### src/rtl/wap_pkg.sv
package wap_pkg;
  typedef enum logic [2:0] {
    CMD_NOP = 3'd0,
    CMD_ACT = 3'd1,
    CMD_RD  = 3'd2,
    CMD_WR  = 3'd3,
    CMD_PRE = 3'd4
  } cmd_e;

  typedef enum logic [1:0] {
    BK_IDLE     = 2'd0,
    BK_OPEN     = 2'd1,
    BK_AP_BURST = 2'd2,
    BK_AP_WAIT  = 2'd3
  } bank_st_e;

  typedef enum logic [1:0] {
    V_NONE     = 2'd0,
    V_AP_SAME  = 2'd1,
    V_ACT_BUSY = 2'd2,
    V_NOT_OPEN = 2'd3
  } viol_e;
endpackage

### src/rtl/wap_cmd_check.sv
module wap_cmd_check
  import wap_pkg::*;
#(
  parameter int NUM_BANKS = 4,
  parameter int BANK_W    = 2
) (
  input  logic                      cmd_valid_i,
  input  cmd_e                      cmd_i,
  input  logic [BANK_W-1:0]         bank_i,
  input  logic [NUM_BANKS-1:0][1:0] st_i,
  output logic [NUM_BANKS-1:0]      act_o,
  output logic [NUM_BANKS-1:0]      pre_o,
  output logic                      wr_o,
  output logic                      rdwr_o,
  output viol_e                     code_o
);
  bank_st_e tgt_st;
  logic     acc;

  always_comb begin
    tgt_st = bank_st_e'(st_i[bank_i]);
    acc    = 1'b0;
    code_o = V_NONE;
    if (cmd_valid_i && cmd_i != CMD_NOP) begin
      if (tgt_st == BK_AP_BURST) begin
        code_o = V_AP_SAME;
      end else begin
        case (cmd_i)
          CMD_ACT: if (tgt_st == BK_IDLE) acc = 1'b1; else code_o = V_ACT_BUSY;
          CMD_RD,
          CMD_WR:  if (tgt_st == BK_OPEN) acc = 1'b1; else code_o = V_NOT_OPEN;
          CMD_PRE: acc = 1'b1;
          default: acc = 1'b0;
        endcase
      end
    end
  end

  always_comb begin
    for (int b = 0; b < NUM_BANKS; b++) begin
      act_o[b] = acc && cmd_i == CMD_ACT && bank_i == BANK_W'(b);
      pre_o[b] = acc && cmd_i == CMD_PRE && bank_i == BANK_W'(b);
    end
  end

  assign wr_o   = acc && cmd_i == CMD_WR;
  assign rdwr_o = acc && (cmd_i == CMD_WR || cmd_i == CMD_RD);
endmodule

### src/rtl/wap_burst_seq.sv
module wap_burst_seq #(
  parameter int BANK_W = 2,
  parameter int BL_W   = 4
) (
  input  logic              clk_i,
  input  logic              rst_ni,
  input  logic              wr_start_i,
  input  logic              rdwr_i,
  input  logic [BANK_W-1:0] bank_i,
  input  logic              ap_i,
  input  logic [BL_W-1:0]   burst_len_i,
  output logic              data_phase_o,
  output logic [BL_W-1:0]   beat_o,
  output logic              end_o,
  output logic [BANK_W-1:0] end_bank_o,
  output logic              end_ap_o,
  output logic              intr_o,
  output logic [BANK_W-1:0] intr_bank_o,
  output logic              intr_ap_o
);
  logic              active_q;
  logic [BL_W-1:0]   beat_q;
  logic [BANK_W-1:0] bank_q;
  logic              ap_q;
  logic [BL_W-1:0]   last;

  assign last = (burst_len_i == '0) ? '0 : burst_len_i - 1'b1;

  // first beat rides on the write command cycle
  assign data_phase_o = wr_start_i || (active_q && !rdwr_i);
  assign beat_o       = (data_phase_o && !wr_start_i) ? beat_q : '0;
  assign end_o        = data_phase_o && beat_o == last;
  assign end_bank_o   = wr_start_i ? bank_i : bank_q;
  assign end_ap_o     = wr_start_i ? ap_i : ap_q;
  assign intr_o       = active_q && rdwr_i;
  assign intr_bank_o  = bank_q;
  assign intr_ap_o    = ap_q;

  always_ff @(posedge clk_i or negedge rst_ni) begin
    if (!rst_ni) begin
      active_q <= 1'b0;
      beat_q   <= '0;
      bank_q   <= '0;
      ap_q     <= 1'b0;
    end else if (wr_start_i) begin
      active_q <= last != '0;
      beat_q   <= BL_W'(1);
      bank_q   <= bank_i;
      ap_q     <= ap_i;
    end else if (rdwr_i) begin
      active_q <= 1'b0;
    end else if (active_q) begin
      if (beat_q == last) active_q <= 1'b0;
      else                beat_q   <= beat_q + 1'b1;
    end
  end

  assert_beat_step_R5: assert property (@(posedge clk_i) disable iff (!rst_ni)
    (data_phase_o && beat_o != last && $stable(burst_len_i)) |=>
      (rdwr_i || (data_phase_o && beat_o == $past(beat_o) + 1'b1)));

  assert_intr_stops_R6: assert property (@(posedge clk_i) disable iff (!rst_ni)
    (active_q && rdwr_i && !wr_start_i) |=> !active_q);
endmodule

### src/rtl/wap_bank_fsm.sv
module wap_bank_fsm
  import wap_pkg::*;
#(
  parameter int DAL_W = 5
) (
  input  logic             clk_i,
  input  logic             rst_ni,
  input  logic             act_i,
  input  logic             pre_i,
  input  logic             wr_ap_i,
  input  logic             end_i,
  input  logic             intr_i,
  input  logic [DAL_W-1:0] t_dal_i,
  output logic [1:0]       st_o,
  output logic             ready_o
);
  bank_st_e         st_q, st_d;
  logic [DAL_W-1:0] cnt_q, cnt_d;
  logic [DAL_W-1:0] dal_m1;

  // interrupt is seen one edge after the last written beat
  assign dal_m1 = (t_dal_i == '0) ? '0 : t_dal_i - 1'b1;

  always_comb begin
    st_d  = st_q;
    cnt_d = cnt_q;
    unique case (st_q)
      BK_IDLE: if (act_i) st_d = BK_OPEN;
      BK_OPEN: begin
        if (pre_i) st_d = BK_IDLE;
        else if (wr_ap_i) begin
          if (end_i) begin
            st_d  = (t_dal_i == '0) ? BK_IDLE : BK_AP_WAIT;
            cnt_d = t_dal_i;
          end else begin
            st_d = BK_AP_BURST;
          end
        end
      end
      BK_AP_BURST: begin
        if (end_i) begin
          st_d  = (t_dal_i == '0) ? BK_IDLE : BK_AP_WAIT;
          cnt_d = t_dal_i;
        end else if (intr_i) begin
          st_d  = (dal_m1 == '0) ? BK_IDLE : BK_AP_WAIT;
          cnt_d = dal_m1;
        end
      end
      BK_AP_WAIT: begin
        if (cnt_q <= DAL_W'(1)) st_d = BK_IDLE;
        else                    cnt_d = cnt_q - 1'b1;
      end
      default: st_d = BK_IDLE;
    endcase
  end

  always_ff @(posedge clk_i or negedge rst_ni) begin
    if (!rst_ni) begin
      st_q  <= BK_IDLE;
      cnt_q <= '0;
    end else begin
      st_q  <= st_d;
      cnt_q <= cnt_d;
    end
  end

  assign st_o    = st_q;
  assign ready_o = st_q == BK_IDLE;

  assert_act_opens_R2: assert property (@(posedge clk_i) disable iff (!rst_ni)
    (st_q == BK_IDLE && act_i) |=> (st_q == BK_OPEN && !ready_o));

  assert_dal_countdown_R4: assert property (@(posedge clk_i) disable iff (!rst_ni)
    (st_q == BK_AP_WAIT && cnt_q > DAL_W'(1)) |=>
      (st_q == BK_AP_WAIT && cnt_q == $past(cnt_q) - 1'b1));
endmodule

### src/rtl/wap_tracker.sv
module wap_tracker
  import wap_pkg::*;
#(
  parameter int NUM_BANKS = 4,
  parameter int BL_W      = 4,
  parameter int DAL_W     = 5,
  localparam int BANK_W   = (NUM_BANKS > 1) ? $clog2(NUM_BANKS) : 1
) (
  input  logic                 clk_i,
  input  logic                 rst_ni,
  input  logic                 cmd_valid_i,
  input  logic [2:0]           cmd_i,
  input  logic [BANK_W-1:0]    bank_i,
  input  logic                 ap_i,
  input  logic [BL_W-1:0]      burst_len_i,
  input  logic [DAL_W-1:0]     t_dal_i,
  output logic [NUM_BANKS-1:0] ready_o,
  output logic                 data_phase_o,
  output logic [BL_W-1:0]      beat_o,
  output logic                 viol_o,
  output logic [1:0]           viol_code_o
);
  logic [NUM_BANKS-1:0][1:0] bank_st;
  logic [NUM_BANKS-1:0]      act, pre;
  logic                      wr_acc, rdwr_acc;
  viol_e                     code;
  logic                      end_ev, end_ap, intr_ev, intr_ap;
  logic [BANK_W-1:0]         end_bank, intr_bank;
  logic                      viol_q;
  logic [1:0]                code_q;

  wap_cmd_check #(.NUM_BANKS(NUM_BANKS), .BANK_W(BANK_W)) u_check (
    .cmd_valid_i (cmd_valid_i),
    .cmd_i       (cmd_e'(cmd_i)),
    .bank_i      (bank_i),
    .st_i        (bank_st),
    .act_o       (act),
    .pre_o       (pre),
    .wr_o        (wr_acc),
    .rdwr_o      (rdwr_acc),
    .code_o      (code)
  );

  wap_burst_seq #(.BANK_W(BANK_W), .BL_W(BL_W)) u_seq (
    .clk_i        (clk_i),
    .rst_ni       (rst_ni),
    .wr_start_i   (wr_acc),
    .rdwr_i       (rdwr_acc),
    .bank_i       (bank_i),
    .ap_i         (ap_i),
    .burst_len_i  (burst_len_i),
    .data_phase_o (data_phase_o),
    .beat_o       (beat_o),
    .end_o        (end_ev),
    .end_bank_o   (end_bank),
    .end_ap_o     (end_ap),
    .intr_o       (intr_ev),
    .intr_bank_o  (intr_bank),
    .intr_ap_o    (intr_ap)
  );

  for (genvar b = 0; b < NUM_BANKS; b++) begin : g_bank
    wap_bank_fsm #(.DAL_W(DAL_W)) u_bank (
      .clk_i   (clk_i),
      .rst_ni  (rst_ni),
      .act_i   (act[b]),
      .pre_i   (pre[b]),
      .wr_ap_i (wr_acc && ap_i && bank_i == BANK_W'(b)),
      .end_i   (end_ev && end_ap && end_bank == BANK_W'(b)),
      .intr_i  (intr_ev && intr_ap && intr_bank == BANK_W'(b)),
      .t_dal_i (t_dal_i),
      .st_o    (bank_st[b]),
      .ready_o (ready_o[b])
    );
  end

  always_ff @(posedge clk_i or negedge rst_ni) begin
    if (!rst_ni) begin
      viol_q <= 1'b0;
      code_q <= 2'd0;
    end else begin
      viol_q <= code != V_NONE;
      code_q <= code;
    end
  end

  assign viol_o      = viol_q;
  assign viol_code_o = code_q;

  assert_ap_hit_flag_R7: assert property (@(posedge clk_i) disable iff (!rst_ni)
    (cmd_valid_i && cmd_i != 3'd0 && bank_st[bank_i] == BK_AP_BURST) |=>
      (viol_o && viol_code_o == 2'd1));
endmodule

### config.mk
export PLATFORM = sky130hd
export DESIGN_NAME = wap_tracker
export DESIGN_NICKNAME = d
export VERILOG_FILES = /design/src/rtl/wap_pkg.sv /design/src/rtl/wap_cmd_check.sv /design/src/rtl/wap_burst_seq.sv /design/src/rtl/wap_bank_fsm.sv /design/src/rtl/wap_tracker.sv
export SDC_FILE = /design/constraint.sdc
export NUM_CORES = 1
export LEC_CHECK = 0
export BUFFER_PORTS_ARGS = -buffer_cell sky130_fd_sc_hd__buf_2
export CAP_MARGIN = 20
export CORE_MARGIN = 10
export CORE_UTILIZATION = 60
export DETAILED_ROUTE_END_ITERATION = 10
export GPL_ROUTABILITY_DRIVEN = 0
export PLACE_DENSITY = 0.83
export SETUP_SLACK_MARGIN = 0.2
export SLEW_MARGIN = 20
export SYNTH_ARGS = -nofsm -noshare
export SYNTH_HDL_FRONTEND = slang
export SYNTH_SLANG_ARGS = --single-unit
export TNS_END_PERCENT = 30
### constraint.sdc
create_clock -name clk_i -period 3.35 [get_ports clk_i]
set_input_delay 0.335 -clock clk_i [delete_from_list [all_inputs] [get_ports clk_i]]
set_output_delay 0.335 -clock clk_i [all_outputs]
set_load 0.03 [all_outputs]
# Word-level counts from Yosys, hierarchy flattened
# Index checks and enable logic that the tools add are counted.
[totals] reg_bits=39 input_bits=18 output_inout_bits=12 word_cells=241
[classes] n_addsub=7 order_cmp=5 n_eq_ne=63 muxes=87 reduce_logical=65
[ops] op="$mux 5" count=25
[ops] op="$mux 2" count=36
[ops] op="$pmux 5 s3" count=4
[ops] op="$ne 2x1->1 const B" count=18
[ops] op="$logic_and 1x1->1" count=32
[ops] op="$pmux 2 s4" count=4
[ops] op="$eq 2x2->1 const B" count=15
[ops] op="$sub 5x1->5 const B" count=5
[ops] op="$mux 4" count=6
[ops] op="$ne 3x1->1 const B" count=8
[ops] op="$reduce_and 6->1" count=4
[ops] op="$le 5x1->1 const B" count=4
[ops] op="$eq 2x1->1 const B" count=8
[ops] op="$logic_not 2->1" count=8
[ops] op="$ne 2x2->1 const B" count=8
[ops] op="$reduce_and 4->1" count=4
[ops] op="$reduce_bool 3->1" count=5
[ops] op="$logic_not 5->1" count=2
[ops] op="$mux 1" count=9
[ops] op="$eq 4x4->1" count=2
[ops] op="$eq 3x2->1 const B" count=2
[ops] op="$add 4x1->4 const B" count=1
[ops] op="$bmux 2 s2" count=1
[ops] op="$logic_not 4->1" count=1
[ops] op="12 further kinds" count=15

# Logic depth before layout (Yosys ltp)
# Gate-level depths: netlist of the first run.
[logic_depth] word_depth=21 ltp_mapped=11 mapped_depth_nobuf=9

# Modules after synthesis
# Synthesis of the first run repeated with hierarchy kept, for this count alone.
[hier_totals] hier_cells=515 area_unflattened_um2=4438.0
[by_module_without_submodules] module="wap_bank_fsm at g_bank[0].u_bank ..." n_inst=3 cells_per_inst=88 area_each_um2=762.0 seq_area_each_um2=175.2
[by_module_without_submodules] module="wap_burst_seq" n_inst=1 cells_per_inst=104 area_each_um2=835.8 seq_area_each_um2=200.2
[by_module_without_submodules] module="wap_bank_fsm at g_bank[1].u_bank" n_inst=1 cells_per_inst=96 area_each_um2=809.5 seq_area_each_um2=175.2
[by_module_without_submodules] module="wap_cmd_check" n_inst=1 cells_per_inst=35 area_each_um2=292.8 seq_area_each_um2=0.0
[by_module_without_submodules] module="wap_tracker" n_inst=1 cells_per_inst=16 area_each_um2=214.0 seq_area_each_um2=75.1

# Worst setup path before layout of the first run
# No wires, ideal clock.
[synth_path] kind="input to register" from="input burst_len_i[0]" to="register g_bank[2].u_bank.cnt_q[0]" setup_time_ps=128 arrival_time_ps=2638 required_time_ps=3222 path_slack_ps=585 stages=10 n_path_buf=2 cell_sequence="buf_6 > or2_1 > buf_6 > o211a_1 > a211o_1 > a211oi_4 > nand4b_2 > o41ai_2 > o211a_2 > mux2_1"
[synth_between] elab_chain_cells=8 word_cells_on_any_way=12 cone_classes="add/sub (1); eq/ne (3); mux (3); reduce/logical (5)"
[synth_lines] element="start: declaration" line="wap_tracker.sv:15" source="input logic [BL_W-1:0] burst_len_i,"
[synth_lines] element="$sub 4x1->4 or $logic_not 4->1 (tied branches)" line="wap_burst_seq.sv:27" source="assign last = (burst_len_i == '0) ? '0 : burst_len_i - 1'b1;"
[synth_lines] element="$mux 4 *" line="wap_burst_seq.sv:27"
[synth_lines] element="$eq 4x4->1 *" line="wap_burst_seq.sv:32" source="assign end_o = data_phase_o && beat_o == last;"
[synth_lines] element="$logic_and 1x1->1 *" line="wap_burst_seq.sv:32"
[synth_lines] element="$logic_and 1x1->1 * (2 in a row)" line="wap_tracker.sv:69" source=".end_i (end_ev && end_ap && end_bank == BANK_W'(b)),"
[synth_lines] element="$ne 3x1->1 (no source line) (tied with other cells)"
[synth_lines] element="$reduce_and 6->1 (no source line) or $pmux 5 s3 (tied branches)"
[synth_lines] element="end signal: assignment" line="wap_bank_fsm.sv:63" source="cnt_q <= cnt_d;"
[synth_lines] element="end: declaration" line="wap_bank_fsm.sv:18" source="logic [DAL_W-1:0] cnt_q, cnt_d;"
# Mark *: on every way between the ends. The rest lies on a longest branch, timed or not.
# A chain may end at the register's enable or synchronous reset.

# Worst setup path after layout of the first run
[layout_path] from="register g_bank[3].u_bank.st_q[0]" to="register g_bank[3].u_bank.cnt_q[1]"
[layout_between] elab_chain_cells=19 word_cells_on_any_way=44 cone_classes="eq/ne (12); mux (12); reduce/logical (20)"
[layout_lines] element="start: declaration" line="wap_bank_fsm.sv:17" source="bank_st_e st_q, st_d;"
[layout_lines] element="start signal: assignment" line="wap_bank_fsm.sv:62" source="st_q <= st_d;"
[layout_lines] element="$bmux 2 s2" line="wap_cmd_check.sv:21" source="tgt_st = bank_st_e'(st_i[bank_i]);"
[layout_lines] element="$mux 2 (implied by the code)" line="wap_cmd_check.sv:21"
[layout_lines] element="$eq 2x1->1 or $logic_not 2->1 (tied branches)" line="wap_cmd_check.sv:31, wap_cmd_check.sv:29"
[layout_lines] element="$mux 1 (on tied branches)" line="wap_cmd_check.sv:31, wap_cmd_check.sv:29"
[layout_lines] element="$pmux 1 s3" line="wap_cmd_check.sv:28" source="case (cmd_i)"
[layout_lines] element="$mux 1" line="wap_cmd_check.sv:25" source="if (tgt_st == BK_AP_BURST) begin"
[layout_lines] element="$mux 1" line="wap_cmd_check.sv:24" source="if (cmd_valid_i && cmd_i != CMD_NOP) begin"
[layout_lines] element="$logic_and 1x1->1" line="wap_cmd_check.sv:47" source="assign rdwr_o = acc && (cmd_i == CMD_WR || cmd_i == CMD_RD);"
[layout_lines] element="[2 not listed]"
[layout_lines] element="$logic_or 1x1->1" line="wap_burst_seq.sv:30" source="assign data_phase_o = wr_start_i || (active_q && !rdwr_i);"
[layout_lines] element="$logic_and 1x1->1" line="wap_burst_seq.sv:31" source="assign beat_o = (data_phase_o && !wr_start_i) ? beat_q : '0;"
[layout_lines] element="$mux 4" line="wap_burst_seq.sv:31"
[layout_lines] element="$eq 4x4->1" line="wap_burst_seq.sv:32"
[layout_lines] element="$logic_and 1x1->1" line="wap_burst_seq.sv:32"
[layout_lines] element="$logic_and 1x1->1 (2 in a row)" line="wap_tracker.sv:69"
[layout_lines] element="$ne 3x1->1 (no source line) (tied with other cells)"
[layout_lines] element="$reduce_and 6->1 (no source line) or $pmux 5 s3 (tied branches)"
[layout_lines] element="end signal: assignment" line="wap_bank_fsm.sv:63"
[layout_lines] element="end: declaration" line="wap_bank_fsm.sv:18"
# Parallel ways exist; a longest one is shown, timed or not. The select of a mux whose other input is x is not followed.

==> flow_metrics.env, run 1 <==
export IMPL_status="completed"
export IMPL_postSynthCellCount=451
export IMPL_diodes=0
export IMPL_core_area_mm2=0.00596
export IMPL_htree_levels=2
export IMPL_ys_types=68
export IMPL_yosys_top_cells_area="dfrtp_1 26%, mux2i_1 4.6%, nand2_1 4.5%, nor2_1 4.0%, ha_1 3.4%"
export IMPL_ctsHoldBuffers=0
export IMPL_cts_tree="yes"
export IMPL_yosysTopAreaCell="dfrtp_1"
export IMPL_synth_most_common_cell="nand2_1"
export IMPL_synth_top_area_share_pct=26.4
export IMPL_synth_seq_cells=39
export IMPL_required_ps=3540
export IMPL_setup_slack_ps=279
export IMPL_rsz0062_at_grt="true"
export IMPL_clock_path_buffers=2
export IMPL_clkLatencyLatePin_ps=300
export IMPL_ys_seq_area_share_pct=26.4
export IMPL_peakVddDrop_mv=0.408
export IMPL_place_ws_ps=279
export IMPL_ff2ff_path_depth=8
export IMPL_finalCritPeriodShare_pct=91.7
export IMPL_totalWireLength_mm=10.2
export IMPL_die_area_mm2=0.00969
export IMPL_post_cts_resized=0
export IMPL_fmax_mhz=326
export IMPL_finalWorstPathRequiredPeriod_ps=3070
export IMPL_hold_violations=0
export IMPL_cts_root_buf="clkbuf_8"
export IMPL_drtIter0Drc=420
export IMPL_initial_utilization_pct=62.0
export IMPL_dp_hpwl_mm=7.58
export IMPL_syn_nets=479
export IMPL_slowest_stage="mux4_2"
export IMPL_cts_sinks=39
export IMPL_fin_nets=497
export IMPL_via_per_inst=6.73
export IMPL_synth_edf_count=0
export IMPL_skew_ps=6.31
export IMPL_ioPinCount=30
export IMPL_end_kind="flop"
export IMPL_async_reset_ff_share_pct=100
export IMPL_dp_cells=537
export IMPL_syn2layout_area_growth_pct=8.58
export IMPL_final_fill_count=508
export IMPL_arrival_ps=3260
export IMPL_avgSynthCellArea_um2=8.18
export IMPL_p_per_area_mw_per_mm2=782
export IMPL_cts_setup_buffers=0
export IMPL_grt_pass1_vias=3446
export IMPL_vias=3669
export IMPL_start_kind="flop"
export IMPL_clkSlewWorstSetupHoldPaths_ps=80
export IMPL_setup_viol=0
export IMPL_drtPass1Iterations=6
export IMPL_ant_nets=0
export IMPL_drive_gt1_share_pct=18.5
export IMPL_gr_total_overflow=0
export IMPL_grt_pass1_wl_mm=16.7
export IMPL_power_leakage_nw=1.83
export IMPL_drcViolationCount=0
export IMPL_antenna_found_initial=0
export IMPL_slowest_delay_ps=530
export IMPL_io_buffers=29
export IMPL_die_x_um=98.4
export IMPL_instances_no_fill=545
export IMPL_worst_pin_slew_ps=927
export IMPL_cp_max_fo=8
export IMPL_final_max_slew_violation_count=0
export IMPL_maxCapViolations=0
export IMPL_synth_ff_type="dfrtp_1"
export IMPL_crit_type="flop to flop"
export IMPL_ys_top_cells_by_count="44 x nand2_1, 39 x dfrtp_1, 39 x nor2_1"
export IMPL_fin_setup_tns_ps=0
export IMPL_hold_path_class="primary input to asynchronous set/reset pin"
export IMPL_cts_buffers=5
export IMPL_synth_area_mm2=0.00369
export IMPL_grt_usage_pct=20.1
export IMPL_path_cells="nor2b_1 > mux4_2 > nand3_2 > a32o_1 > nand4_1 > o21ai_0 > a22oi_1 > mux2_2"
export IMPL_die_y_um=98.4
export IMPL_rows=28
export IMPL_grt_max_degree=40
export IMPL_wl_per_cell_um=18.7
export IMPL_slew_headroom_pct=38.2
export IMPL_yosys_warnings=0
-- worst paths after layout --
kind	slack (ps)	to	start
setup / recovery	280	g_bank[3].u_bank.cnt_q[1]	g_bank[3].u_bank.st_o[0]
hold / removal	170	u_seq.beat_q[1]	rst_ni
setup reg to reg	280	g_bank[3].u_bank.cnt_q[1]	g_bank[3].u_bank.st_o[0]
hold reg to reg	500	u_seq.intr_ap_o	u_seq.intr_ap_o
max in group asynchronous	2610	g_bank[0].u_bank.st_o[1]	rst_ni
min in group clk_i	290	viol_code_o[0]	cmd_valid_i
-- power by group --
group	internal [mW]	switching [mW]
sequential	0.677	0.258
combinational	0.762	0.955
clock	0.298	0.183
total	1.74	1.40
-- layout by cell type (no fill, tap or decap), types with 10 or more instances in the layout --
cell type | Yosys | routed
nand2_1 | 44 | 44
nor2_1 | 39 | 39
dfrtp_1 | 39 | 39
buf_2 | 6 | 29
inv_1 | 25 | 25
a21oi_1 | 21 | 21
o21ai_0 | 17 | 17
mux2i_1 | 17 | 17
nor3_1 | 16 | 16
buf_4 | 5 | 16
a31oi_1 | 14 | 14
o22ai_1 | 13 | 13
nand3_1 | 12 | 12
nor2b_1 | 10 | 10
ha_1 | 10 | 10
-- cell type report --
| type | instances | area (um^2) | share of cell area [%] |
|---|---|---|---|
| multi-input cells | 352 | 2440 | 60.9 |
| flip-flops and latches | 39 | 976 | 24.4 |
| clock inverters | 2 | 60.1 | 1.50 |
| repair buffers | 45 | 265 | 6.62 |
| clock buffers | 6 | 72.6 | 1.81 |
| inverters | 26 | 97.6 | 2.44 |
| well taps | 75 | 93.8 | 2.34 |
-- worst max-delay path, delay by kind of cell (launching register included) --
family | cells | cell delay (ps)
AOI/OAI and AO/OA | 3 | 950
DFF | 1 | 450
muxes | 2 | 810
and+or+nand+nor | 3 | 740
-- state kept, by name (all words and copies together), names as in the netlist --
register,cells
g_bank.u_bank.cnt_q,20
g_bank.u_bank.st_o,8
u_seq.beat_q,4
u_seq.intr_bank_o,2
viol_code_o,2
u_seq.active_q,1
u_seq.intr_ap_o,1
viol_o,1
-- metrics by stage --
step	hold slack [ps]	power, mW	cell area (um^2)	utilization (%)
after global routing	230	3.34	4010	67.3
final	171	3.13	4010	67.3
after detailed placement	469	2.62	3870	65.0
after global placement	465	2.55	3870	65.0
after CTS	201	3.11	4010	67.3
after floorplan	39.4	2.24	3690	-
-- metal layers --
| layer | wire (um) | vias to the layer above | global-route usage [%] | share of wire (%) |
|---|---|---|---|---|
| met5 | 0 | - | 0 | 0 |
| met4 | 245 | 0 | 8.60 | 2.4 |
| met3 | 964 | 40 | 4.12 | 9.4 |
| met2 | 4920 | 228 | 33.1 | 48 |
| met1 | 4070 | 1726 | 24.8 | 40 |
| li1 | - | 1675 | - | - |
-- cells by family (layout without fill, tap and decap cells) --
kind of cell	after synthesis	count (layout)	share of synthesized area [%]
fa+ha+maj	10	10	3.39
simple gates	166	166	22.9
mux	35	35	11.5
buf+inv	60	79	7.42
xor+xnor	16	16	3.80
compound gates	125	125	24.5
flops	39	39	26.4
Power figures use the tool's default switching activity.
==> inputs of run 2 (changes only) <==
--- a/config.mk
+++ b/config.mk
@@ -8,10 +8,10 @@
 export BUFFER_PORTS_ARGS = -buffer_cell sky130_fd_sc_hd__buf_2
 export CAP_MARGIN = 20
 export CORE_MARGIN = 10
-export CORE_UTILIZATION = 60
+export CORE_UTILIZATION = 55
 export DETAILED_ROUTE_END_ITERATION = 10
 export GPL_ROUTABILITY_DRIVEN = 0
-export PLACE_DENSITY = 0.83
+export PLACE_DENSITY = 0.8
 export SETUP_SLACK_MARGIN = 0.2
 export SLEW_MARGIN = 20
 export SYNTH_ARGS = -nofsm -noshare
==> constraint.sdc (replaced) <==
create_clock -name clk_i -period 2.8 [get_ports clk_i]
set_input_delay 0.56 -clock clk_i [delete_from_list [all_inputs] [get_ports clk_i]]
set_output_delay 0.56 -clock clk_i [all_outputs]
set_load 0.03 [all_outputs]
==> flow_metrics.env, run 2 (synthesis gave the netlist of run 1 again) <==
export IMPL_final_max_slew_violation_count=0
export IMPL_cts_buffers=5
export IMPL_drive_gt1_share_pct=36.8
export IMPL_rows=29
export IMPL_htree_levels=2
export IMPL_die_area_mm2=0.0104
export IMPL_required_ps=2970
export IMPL_via_per_inst=6.78
export IMPL_hold_path_class="primary input to asynchronous set/reset pin"
export IMPL_core_area_mm2=0.00642
export IMPL_antenna_found_initial=0
export IMPL_clkPwrFrac_pct=9.1
export IMPL_status="finished with violations"
export IMPL_drtIter0Drc=557
export IMPL_skew_ps=11.2
export IMPL_syn2layout_area_growth_pct=34.2
export IMPL_ant_nets=0
export IMPL_fin_setup_tns_ps=-618
export IMPL_hold_ws_ps=395
export IMPL_crit_type="flop to flop"
export IMPL_power_leakage_nw=2.29
export IMPL_p_switching_mw=2.05
export IMPL_largest_reg_flops=20
export IMPL_gr_total_overflow=0
export IMPL_cts_root_buf="clkbuf_8"
export IMPL_grt_pass1_wl_mm=19.2
export IMPL_drcViolationCount=0
export IMPL_setup_viol=16
export IMPL_hold_violations=0
export IMPL_end_kind="flop"
export IMPL_dp_hpwl_mm=8.40
export IMPL_pwr_share_comb_pct=66.4
export IMPL_p_per_area_mw_per_mm2=908
export IMPL_wl_per_cell_um=21.7
export IMPL_fin_nets=574
export IMPL_dpl_cell_area_mm2=0.00433
export IMPL_slew_headroom_pct=37.5
export IMPL_peakVddDrop_mv=0.664
export IMPL_internal_power_mw=2.45
export IMPL_io_buffers=29
export IMPL_ctsHoldBuffers=0
export IMPL_cp_max_fo=5
export IMPL_setup_slack_ps=-80.6
export IMPL_clkLatencyLatePin_ps=300
export IMPL_maxCapViolations=0
export IMPL_worst_pin_slew_ps=937
export IMPL_initial_utilization_pct=57.5
export IMPL_layout_commonest_cell="buf_4"
export IMPL_finalWorstPathRequiredPeriod_ps=2880
export IMPL_switching_share_pct=45.5
export IMPL_largest_register="g_bank.u_bank.cnt_q"
export IMPL_vias=4224
export IMPL_grt_pass1_vias=3937
export IMPL_rsz0062_at_grt="true"
export IMPL_diodes=0
export IMPL_die_x_um=102
export IMPL_drtPass1Iterations=6
export IMPL_grt_max_degree=40
export IMPL_arrival_ps=3050
export IMPL_finalCritPeriodShare_pct=103
export IMPL_power_frac_seq_pct=24.5
export IMPL_final_cell_area_mm2=0.00495
export IMPL_clock_path_buffers=2
export IMPL_grt_usage_pct=22.8
export IMPL_total_power_mw=4.50
export IMPL_cts_tree="yes"
export IMPL_violations="setup timing"
export IMPL_ioPinCount=30
export IMPL_totalWireLength_mm=13.5
export IMPL_fmax_mhz=347
export IMPL_die_y_um=102
export IMPL_cts_sinks=39
export IMPL_clkSlewWorstSetupHoldPaths_ps=90
export IMPL_layout_common_cells="77 x buf_4, 42 x nand2_1, 37 x nor2_1"
export IMPL_start_kind="flop"
## run 2: changes by cell type in the layout (fill, tap and decap cells not counted), sizes merged
cell / delta
buf: +77
clkinv: +1
bufinv: -2
## run 2: area by class of cell
cell class                      count  area [um^2]
Multi-Input combinational cell    352         2730
Inverter                           26         97.6
Fill cell                         376         1470
Clock inverter                      1         5.00
Clock buffer                        6         82.6
Timing Repair Buffer              122          965
Tap cell                           77         96.3
Sequential cell                    39          981
## run 2: what timing repair did
action                                  4_1_cts  5_1_grt
gates resized for setup                      35       57
pin swaps                                    12       31
endpoints found under the setup margin       27       33
cloned                                        0        1
setup buffers                                10       11
## run 2: worst paths after layout
check | from | endpoint | slack [ps] | cells past startpoint
min in group clk_i | u_seq.intr_ap_o | u_seq.intr_ap_o | 500 | 2
setup reg to reg | g_bank[2].u_bank.st_o[0] | g_bank[3].u_bank.st_o[0] | -80 | 12
max in group asynchronous | rst_ni | g_bank[3].u_bank.st_o[0] | 1760 | 1
hold / removal | rst_ni | g_bank[2].u_bank.st_o[1] | 390 | 1
hold reg to reg | u_seq.intr_ap_o | u_seq.intr_ap_o | 500 | 2
setup / recovery | g_bank[2].u_bank.st_o[0] | g_bank[3].u_bank.st_o[0] | -80 | 12
## run 2: worst max-delay path, stage by stage (launching register included)
cell and delay (ps):
dfrtp_2 460, nor2b_4 150, mux4_2 530, buf_6 170, a21oi_4 190, a21o_1 200
buf_6 130, nand4_1 170, buf_6 210, buf_4 130, mux2i_1 110, a21oi_1 180
o22ai_1 120
## run 2: per-stage QoR
stage                     instances  util [%]  worst slack [ps]
final                           623      77.1             -80.6
after global routing            623      77.1              -142
after CTS                       611      72.2               106
after detailed placement        594      67.4              -301
after global placement          594      67.4              -223
after floorplan                 451         -              -112
## run 2: layer usage
| metal | global-route usage, % | vias up | routed length, um |
|---|---|---|---|
| li1 | - | 1829 | - |
| met1 | 25.5 | 2005 | 4950 |
| met2 | 39.4 | 302 | 6650 |
| met3 | 5.87 | 88 | 1260 |
| met4 | 11.8 | 0 | 653 |
| met5 | 0 | - | 0 |
## run 2: power groups by stage
stage	clock, mW	sequential, mW	combinational, mW
3_3_place_gp	0	1.06	2.29
4_1_cts	0.407	1.08	2.56
3_5_place_dp	0	1.08	2.37
2_1_floorplan	0	1.00	1.73
6_report	0.408	1.10	2.99
5_1_grt	0.427	1.13	3.17
